**src/rtl/tape_asm_pkg.sv**
```systemverilog
package tape_asm_pkg;
    localparam int FRAME_W  = 8;
    localparam int PAY_W    = 6;
    localparam int SLOTS    = 3;
    localparam int MARK_BIT = 7;
    localparam int WORD_W   = PAY_W * SLOTS;

    typedef enum logic {
        RD_ALPHA  = 1'b0,
        RD_BINARY = 1'b1
    } rd_mode_e;

    typedef struct packed {
        logic     running;
        rd_mode_e mode;
        logic     waiting;
        logic     cpl;
    } rd_ctl_t;

    typedef struct packed {
        logic take;
        logic last;
    } frame_ev_t;

    // shift one payload into the low end of the word
    function automatic logic [WORD_W-1:0] pack_append(
        input logic [WORD_W-1:0] w,
        input logic [PAY_W-1:0]  p
    );
        return {w[WORD_W-PAY_W-1:0], p};
    endfunction
endpackage

```
**src/rtl/tape_frame_gate.sv**
```systemverilog
module tape_frame_gate
    import tape_asm_pkg::*;
#(
    parameter int FW    = FRAME_W,
    parameter int SL    = SLOTS,
    parameter int MARK  = MARK_BIT
) (
    input  logic          clk,
    input  logic          rst,
    input  logic          clear,
    input  logic          active,
    input  rd_mode_e      mode,
    input  logic          frame_vld,
    input  logic [FW-1:0] frame,
    output frame_ev_t     ev
);
    localparam int CW = (SL > 1) ? $clog2(SL) : 1;
    localparam logic [CW-1:0] LAST_SLOT = CW'(SL - 1);

    logic [CW-1:0] slot_q;
    logic          marked;

    always_comb begin
        marked  = frame[MARK];
        ev.take = active && frame_vld && ((mode == RD_ALPHA) || marked);
        ev.last = ev.take && ((mode == RD_ALPHA) || (slot_q == LAST_SLOT));
    end

    always_ff @(posedge clk) begin
        if (rst || clear) begin
            slot_q <= '0;
        end else if (ev.take && (mode == RD_BINARY)) begin
            if (ev.last) slot_q <= '0;
            else         slot_q <= slot_q + CW'(1);
        end
    end
endmodule

```
**src/rtl/tape_word_pack.sv**
```systemverilog
module tape_word_pack
    import tape_asm_pkg::*;
#(
    parameter int FW = FRAME_W,
    parameter int PW = PAY_W,
    parameter int WW = WORD_W
) (
    input  logic          clk,
    input  logic          rst,
    input  logic          clear,
    input  logic          take,
    input  rd_mode_e      mode,
    input  logic [FW-1:0] frame,
    output logic [WW-1:0] word
);
    logic [WW-1:0] alpha_word;

    generate
        if (WW >= FW) begin : g_wide
            assign alpha_word = WW'(frame);
        end else begin : g_narrow
            assign alpha_word = frame[WW-1:0];
        end
    endgenerate

    always_ff @(posedge clk) begin
        if (rst || clear) begin
            word <= '0;
        end else if (take) begin
            if (mode == RD_ALPHA) word <= alpha_word;
            else                  word <= pack_append(word, frame[PW-1:0]);
        end
    end
endmodule

```
**src/rtl/tape_done_ctrl.sv**
```systemverilog
module tape_done_ctrl (
    input  logic clk,
    input  logic rst,
    input  logic finish,
    input  logic cpl,
    input  logic abort_wait,
    input  logic rd_buf,
    output logic done_flag,
    output logic irq,
    output logic restart,
    output logic hold_release
);
    always_ff @(posedge clk) begin
        if (rst) begin
            done_flag    <= 1'b0;
            irq          <= 1'b0;
            restart      <= 1'b0;
            hold_release <= 1'b0;
        end else begin
            irq          <= finish && !cpl;
            restart      <= finish && cpl;
            hold_release <= abort_wait;
            if (finish)      done_flag <= !cpl;
            else if (rd_buf) done_flag <= 1'b0;
        end
    end
endmodule

```
**src/rtl/tape_word_asm.sv**
```systemverilog
module tape_word_asm
    import tape_asm_pkg::*;
#(
    parameter int FW = FRAME_W,
    parameter int PW = PAY_W,
    parameter int SL = SLOTS,
    parameter int MB = MARK_BIT,
    localparam int WW = PW * SL
) (
    input  logic          clk,
    input  logic          rst,
    input  logic          start_i,
    input  logic          start_bin_i,
    input  logic          start_cpl_i,
    input  logic          start_wait_i,
    input  logic          frame_vld_i,
    input  logic [FW-1:0] frame_i,
    input  logic          eot_i,
    input  logic          rd_buf_i,
    output logic [WW-1:0] buf_o,
    output logic          done_flag_o,
    output logic          irq_o,
    output logic          restart_o,
    output logic          hold_release_o,
    output logic          running_o
);
    rd_ctl_t   ctl_q;
    frame_ev_t ev;
    logic      start_act, stop_act, eot_act, gate_active, abort_wait;

    always_comb begin
        start_act   = start_i && (start_bin_i || !ctl_q.running);
        stop_act    = start_i && !start_bin_i && ctl_q.running;
        eot_act     = eot_i && ctl_q.running && !start_i;
        gate_active = ctl_q.running && !start_i && !eot_i;
        abort_wait  = eot_act && ctl_q.waiting;
    end

    always_ff @(posedge clk) begin
        if (rst) begin
            ctl_q <= '{running: 1'b0, mode: RD_ALPHA, waiting: 1'b0, cpl: 1'b0};
        end else if (start_act) begin
            ctl_q.running <= 1'b1;
            ctl_q.mode    <= start_bin_i ? RD_BINARY : RD_ALPHA;
            ctl_q.waiting <= start_wait_i;
            ctl_q.cpl     <= start_cpl_i;
        end else if (stop_act) begin
            ctl_q.running <= 1'b0;
        end else if (eot_act || ev.last) begin
            ctl_q.running <= 1'b0;
            ctl_q.waiting <= 1'b0;
            ctl_q.cpl     <= 1'b0;
        end
    end

    tape_frame_gate #(.FW(FW), .SL(SL), .MARK(MB)) gate_i (
        .clk       (clk),
        .rst       (rst),
        .clear     (start_i),
        .active    (gate_active),
        .mode      (ctl_q.mode),
        .frame_vld (frame_vld_i),
        .frame     (frame_i),
        .ev        (ev)
    );

    tape_word_pack #(.FW(FW), .PW(PW), .WW(WW)) pack_i (
        .clk   (clk),
        .rst   (rst),
        .clear (start_act),
        .take  (ev.take),
        .mode  (ctl_q.mode),
        .frame (frame_i),
        .word  (buf_o)
    );

    tape_done_ctrl done_i (
        .clk          (clk),
        .rst          (rst),
        .finish       (ev.last),
        .cpl          (ctl_q.cpl),
        .abort_wait   (abort_wait),
        .rd_buf       (rd_buf_i),
        .done_flag    (done_flag_o),
        .irq          (irq_o),
        .restart      (restart_o),
        .hold_release (hold_release_o)
    );

    assign running_o = ctl_q.running;
endmodule

```
**config.mk**
```make
export PLATFORM = sky130hd
export DESIGN_NAME = tape_word_asm
export DESIGN_NICKNAME = d
export VERILOG_FILES = /design/src/rtl/tape_asm_pkg.sv /design/src/rtl/tape_frame_gate.sv /design/src/rtl/tape_word_pack.sv /design/src/rtl/tape_done_ctrl.sv /design/src/rtl/tape_word_asm.sv
export SDC_FILE = /design/constraint.sdc
export NUM_CORES = 1
export LEC_CHECK = 0
export CELL_PAD_IN_SITES_DETAIL_PLACEMENT = 1
export CELL_PAD_IN_SITES_GLOBAL_PLACEMENT = 2
export CORE_ASPECT_RATIO = 0.8
export CORE_UTILIZATION = 35
export DETAILED_ROUTE_END_ITERATION = 10
export DONT_BUFFER_PORTS = 1
export PLACE_DENSITY = 0.75
export SLEW_MARGIN = 0
export SYNTH_ARGS = -nofsm -noshare
export SYNTH_HDL_FRONTEND = slang
export SYNTH_SLANG_ARGS = --single-unit
```
**constraint.sdc**
```tcl
create_clock -name clk -period 2.8 [get_ports clk]
set_input_delay 0.56 -clock clk [delete_from_list [all_inputs] [get_ports clk]]
set_output_delay 0.56 -clock clk [all_outputs]
set_load 0.05 [all_outputs]
```
-- After elaboration in Yosys (flattened, before gate mapping)
Cells that the tools add are included.
- shifts and indexed selects: 0
- magnitude comparators: 0
- equal/unequal tests: 2
- multipliers: 0
- $add $sub $neg: 1
- bitwise operators: 1
- mux-type cells: 11
- div/mod/pow operators: 0
- reduce and logical (&&, ||, !) cells: 29
- operators with widths (operator ; count):
    18-bit two-way mux ; 1
    1-bit logical AND ; 14
    2-bit two-way mux ; 4
    1-bit logical OR ; 6
    1-bit two-way mux ; 6
    1-bit zero test ; 5
    2-bit nonzero test ; 2
    3-bit nonzero test ; 1
    2-bit by 1-bit adder with 2-bit output (second input constant) ; 1
    2-bit equality test (second input constant) ; 1
    2-bit by 1-bit inequality test with 1-bit output (second input constant) ; 1
    2-bit AND reduction ; 1
    1-bit NOT ; 1
- flip-flop bits (word level): 28
- output and inout bits: 23
- bits in read-only memories: 0
- RAM bits: 0
- memories kept: 0
- latch bits: 0

-- Longest topological paths before layout
- word-level depth: 10
- mapped depth: 5
- gate-level depth less buffers: 5

-- Cells and area by module
Synthesis repeated with hierarchy kept, for this count alone.
- cells, all modules: 120
- area, all modules: 1179.9 um^2
- modules (own cells, without submodules) (module ; sequential area each (um^2) ; cells each ; instances ; area an instance (um^2)):
    tape_word_pack ; 360.3 ; 73 ; 1 ; 716.9
    tape_word_asm ; 80.1 ; 22 ; 1 ; 187.7
    tape_frame_gate ; 40.0 ; 16 ; 1 ; 151.4
    tape_done_ctrl ; 80.1 ; 9 ; 1 ; 123.9

-- Least setup slack after synthesis
OpenSTA, ideal clock, no wires.
- path kind: reg2reg
- start: register ctl_q, in the netlist running_o
- end: register gate_i.slot_q[0]
- arrival: 1.682 ns
- library setup time: 0.079 ns
- cell stages (with the launch flop): 5
- period minus slack after synthesis: 1.761 ns
- slack: 1.039 ns
- path buffers: 1
- cell sequence: dfxtp_1 > nand4bb_1 > buf_2 > or4_4 > a211oi_2
- cells in the longest elaborated chain, start to end: 6
- elaborated cells between the ends (all ways): 7
- RTL lines (element ; RTL line ; source):
    start: declaration ; tape_word_asm.sv:27 ; rd_ctl_t ctl_q;
    start signal: assignment ; tape_word_asm.sv:41 ; ctl_q <= '{running: 1'b0, mode: RD_ALPHA, waiting: 1'b0, cpl: 1'b0};
    1-bit logical AND (*) (2 in series) ; tape_word_asm.sv:35 ; gate_active = ctl_q.running && !start_i && !eot_i;
    1-bit logical AND (*) (2 in series) ; tape_frame_gate.sv:25 ; ev.take = active && frame_vld && ((mode == RD_ALPHA) || marked);
    1-bit logical AND ; tape_frame_gate.sv:26 ; ev.last = ev.take && ((mode == RD_ALPHA) || (slot_q == LAST_SLOT));
    2-bit two-way mux ; tape_frame_gate.sv:33 ; if (ev.last) slot_q <= '0;
    end signal: assignment ; tape_frame_gate.sv:34 ; else slot_q <= slot_q + CW'(1);
    end: declaration ; tape_frame_gate.sv:20 ; logic [CW-1:0] slot_q;
Every way passes the cells marked *; elsewhere a longest branch is shown, timed or not.
A chain may end at the register's enable or synchronous reset.

-- Final worst setup path
- start: register ctl_q, in the netlist running_o
- end: register gate_i.slot_q[1]
The elaborated chain is that of the path after synthesis.

==> reports/qor.csv <==
stage,metric,value,unit
timing,fin_crit_sh,59.47,%
route,drc,0,
route,ant_nets,0,
timing,final-max-slew-violation-count,0,
yosys,ys_seq_elements,28,
power_and_ir_drop,p_per_area,557.8,nW/um2
power_and_ir_drop,p_clk_share,35.3,%
power_and_ir_drop,p_sw_share,22.13,%
route,viasPerCell,5.876,
clocking,clockBufferDepth,2,
timing,fin_tns_setup,0,ps
yosys,syn_area,1171,um2
yosys,synth-seq-area-share,47.86,%
yosys,yosysWarnings,0,
yosys,synthMuxAreaShare,0.8547,%
yosys,synth_simple_gate_area_share,19.23,%
power_and_ir_drop,vdd_ir_drop_max,302.2,uV
setup_path,endpoint_kind,flop,
yosys,synthDistinctLibCells,35,
power_and_ir_drop,p_int,541.3,uW
route,vias,999,
clocking,clock_latency,270,ps
timing,fmax,600.5,MHz
timing,final.setup_skew,9.850,ps
clocking,cts_buffers,3,
timing,hold_viol,0,
final_layout,drive_above_1_share,7.692,%
setup_path,crit_required,2990,ps
clocking,cts_tree,done,
floorplanning,row_count,18,
timing,rsz0062_at_grt,no,
setup_path,crit_arrival,1850,ps
global_routing,antenna_found_initial,0,
setup_path,startpoint_type,flop,
power_and_ir_drop,p_sw,153.8,uW
clocking,clk_pin_slew,90,ps
timing,fin_crit,1665,ps
yosys,post_synth_fa_ha_maj_area_fraction,1.068,%
yosys,synth-compound-area-share,25.53,%
route,finalWirelength,3056,um
yosys,synth_top_family_by_area,compound AO/OA/AOI/OAI gates,
clocking,htree_levels,1,
global_routing,grt_overflow,0,
clocking,clock-sinks,28,
power_and_ir_drop,seq_power_share,59.1,%
route,wire_per_inst,17.98,um
floorplanning,die_area,3583,um2
run,drv_cap,0,
placed_design,port_buffers,0,
route,drt_iter0_markers,32,
timing,whs,335.5,ps
yosys,postSynth.asyncResetShare,0,%
min_path,worstHoldPathType,in -> reg,
placed_design,placed_cells,166,
yosys,ys.flop_type,dfxtp_1,
clocking,cts-hold-fix-buffers,0,
final_layout,final_nets,149,
global_routing,grt_max_degree,24,
clocking,postCtsSetupBuffers,0,
yosys,netlist_instances,135,
timing,worst_slew_pin_slew,643.6,ps
power_and_ir_drop,p_comb_share,5.7,%
final_layout,area_growth_syn_to_layout,6.411,%
final_layout,final_util,39.81,%
global_routing,grt_pass1_vias,1029,
yosys,synth_edf_count,0,
global_routing,grt_first_pass_wirelength,4954,um
yosys,avgSynthCellArea,8.675,um2
clocking,cts-root-buf,clkbuf_8,
timing,maxSlewHeadroom,57.09,%
clocking,cts_resized,0,
floorplanning,core_region_area,3131,um2
route,first_pass_iters,4,
power_and_ir_drop,power.leakage,0.3868,nW
final_layout,diodes,0,
final_layout,fin_cells,170,
floorplanning,dieHeight,53.74,um
setup_path,cp_max_fo,11,
floorplanning,pin_count,40,
placed_design,gp_congestion,0.7203,
global_routing,grtUsageTotal,18.79,%
yosys,synthXorXnorAreaFrac,0,%
setup_path,critPathKind,reg -> reg,
yosys,syn-num-nets,153,
floorplanning,start_util,37.41,%
placed_design,dpl.hpwl,2162,um
timing,finalSetupViolations,0,
floorplanning,die_w,66.67,um
outcome,status,"finished, final reports clean",
-- cells in the mapped netlist (2+ instances only) --
| master | instances | area share, % |
|---|---|---|
| dfxtp_1 | 28 | 48 |
| a21oi_1 | 21 | 9.0 |
| nand3_1 | 17 | 7.3 |
| o21ai_0 | 14 | 6.0 |
| clkbuf_1 | 7 | 2.2 |
| o21ai_1 | 6 | 2.6 |
| inv_1 | 5 | 1.6 |
| nand2_1 | 5 | 1.6 |
| buf_2 | 3 | 1.3 |
| nand2b_1 | 3 | 1.6 |
| nor3_1 | 2 | 0.85 |
-- power groups by stage --
stage                     clock, mW  sequential, mW  combinational, mW
after floorplan                   0           0.422             0.0313
after global placement            0           0.420             0.0381
after detailed placement          0           0.420             0.0392
after CTS                     0.262           0.411             0.0390
after global routing          0.276           0.412             0.0432
final                         0.245           0.411             0.0393
-- stage by stage --
stage / cell area (um2) / power, mW / worst slack (ps)
final: 1246 / 0.6951 / 1135
after global routing: 1246 / 0.7313 / 963.3
after CTS: 1246 / 0.7119 / 1110
after detailed placement: 1191 / 0.4593 / 849.8
after global placement: 1191 / 0.4580 / 925.9
after floorplan: 1171 / 0.4536 / 1039
-- worst paths after layout --
check                               from                       endpoint  slack [ps]  cells past startpoint
setup / recovery  running_o$_SDFFE_PP0P_  gate_i.slot_q[1]$_SDFFE_PP0P_        1130                      3
hold / removal                       rst  gate_i.slot_q[0]$_SDFFE_PP0P_         340                      1
setup reg to reg  running_o$_SDFFE_PP0P_  gate_i.slot_q[1]$_SDFFE_PP0P_        1130                      3
hold reg to reg    ctl_q[0]$_SDFFE_PP0P_          done_i.irq$_SDFF_PP0_         480                      1
-- sequential cells by signal (all words and copies together) (netlist names) --
signal	cells
running_o	1
gate_i.slot_q	2
done_i.restart	1
done_i.done_flag	1
ctl_q	3
done_i.irq	1
done_i.hold_release	1
pack_i.word	18
-- cell families (layout without fill, tap and decap cells) --
| kind of cell | Yosys count | in the layout |
|---|---|---|
| fa+ha+maj | 1 | 1 |
| flops | 28 | 28 |
| compound gates | 51 | 51 |
| mux | 1 | 1 |
| simple gates | 38 | 38 |
| buf+inv | 16 | 11 |
-- routing by layer --
| metal | vias up | GRT usage (%) | share of wire [%] |
|---|---|---|---|
| met4 | 0 | 4.255 | 0.33 |
| met1 | 491 | 24.46 | 48 |
| met5 | - | 0 | 0 |
| li1 | 479 | - | - |
| met3 | 3 | 7.415 | 7.0 |
| met2 | 26 | 29.29 | 45 |
-- placed cells by master (no fill, tap or decap), types with 2 or more instances in the layout --
| cell | n |
|---|---|
| inv_1 | 5 |
| nand2b_1 | 3 |
| nand2_1 | 5 |
| dfxtp_1 | 28 |
| o21ai_0 | 14 |
| o21ai_1 | 6 |
| a21oi_1 | 21 |
| nand3_1 | 17 |
| nor3_1 | 2 |
| clkbuf_8 | 4 |
| buf_4 | 2 |
-- critical path, cell delays in order, from the launching register on --
cell and delay [ps]:
dfxtp_1 370, nand4bb_1 370, or4_1 590, a211oi_1 260
-- layout make-up --
| type | instances | area [um2] |
|---|---|---|
| clock buffer | 4 | 55.05 |
| fill | 373 | 1884 |
| sequential | 28 | 560.5 |
| inverter | 5 | 18.77 |
| tap | 40 | 50.05 |
| multi-input combinational | 91 | 546.8 |
| timing repair buffer | 2 | 15.01 |
(Power assumes the default switching activity.)
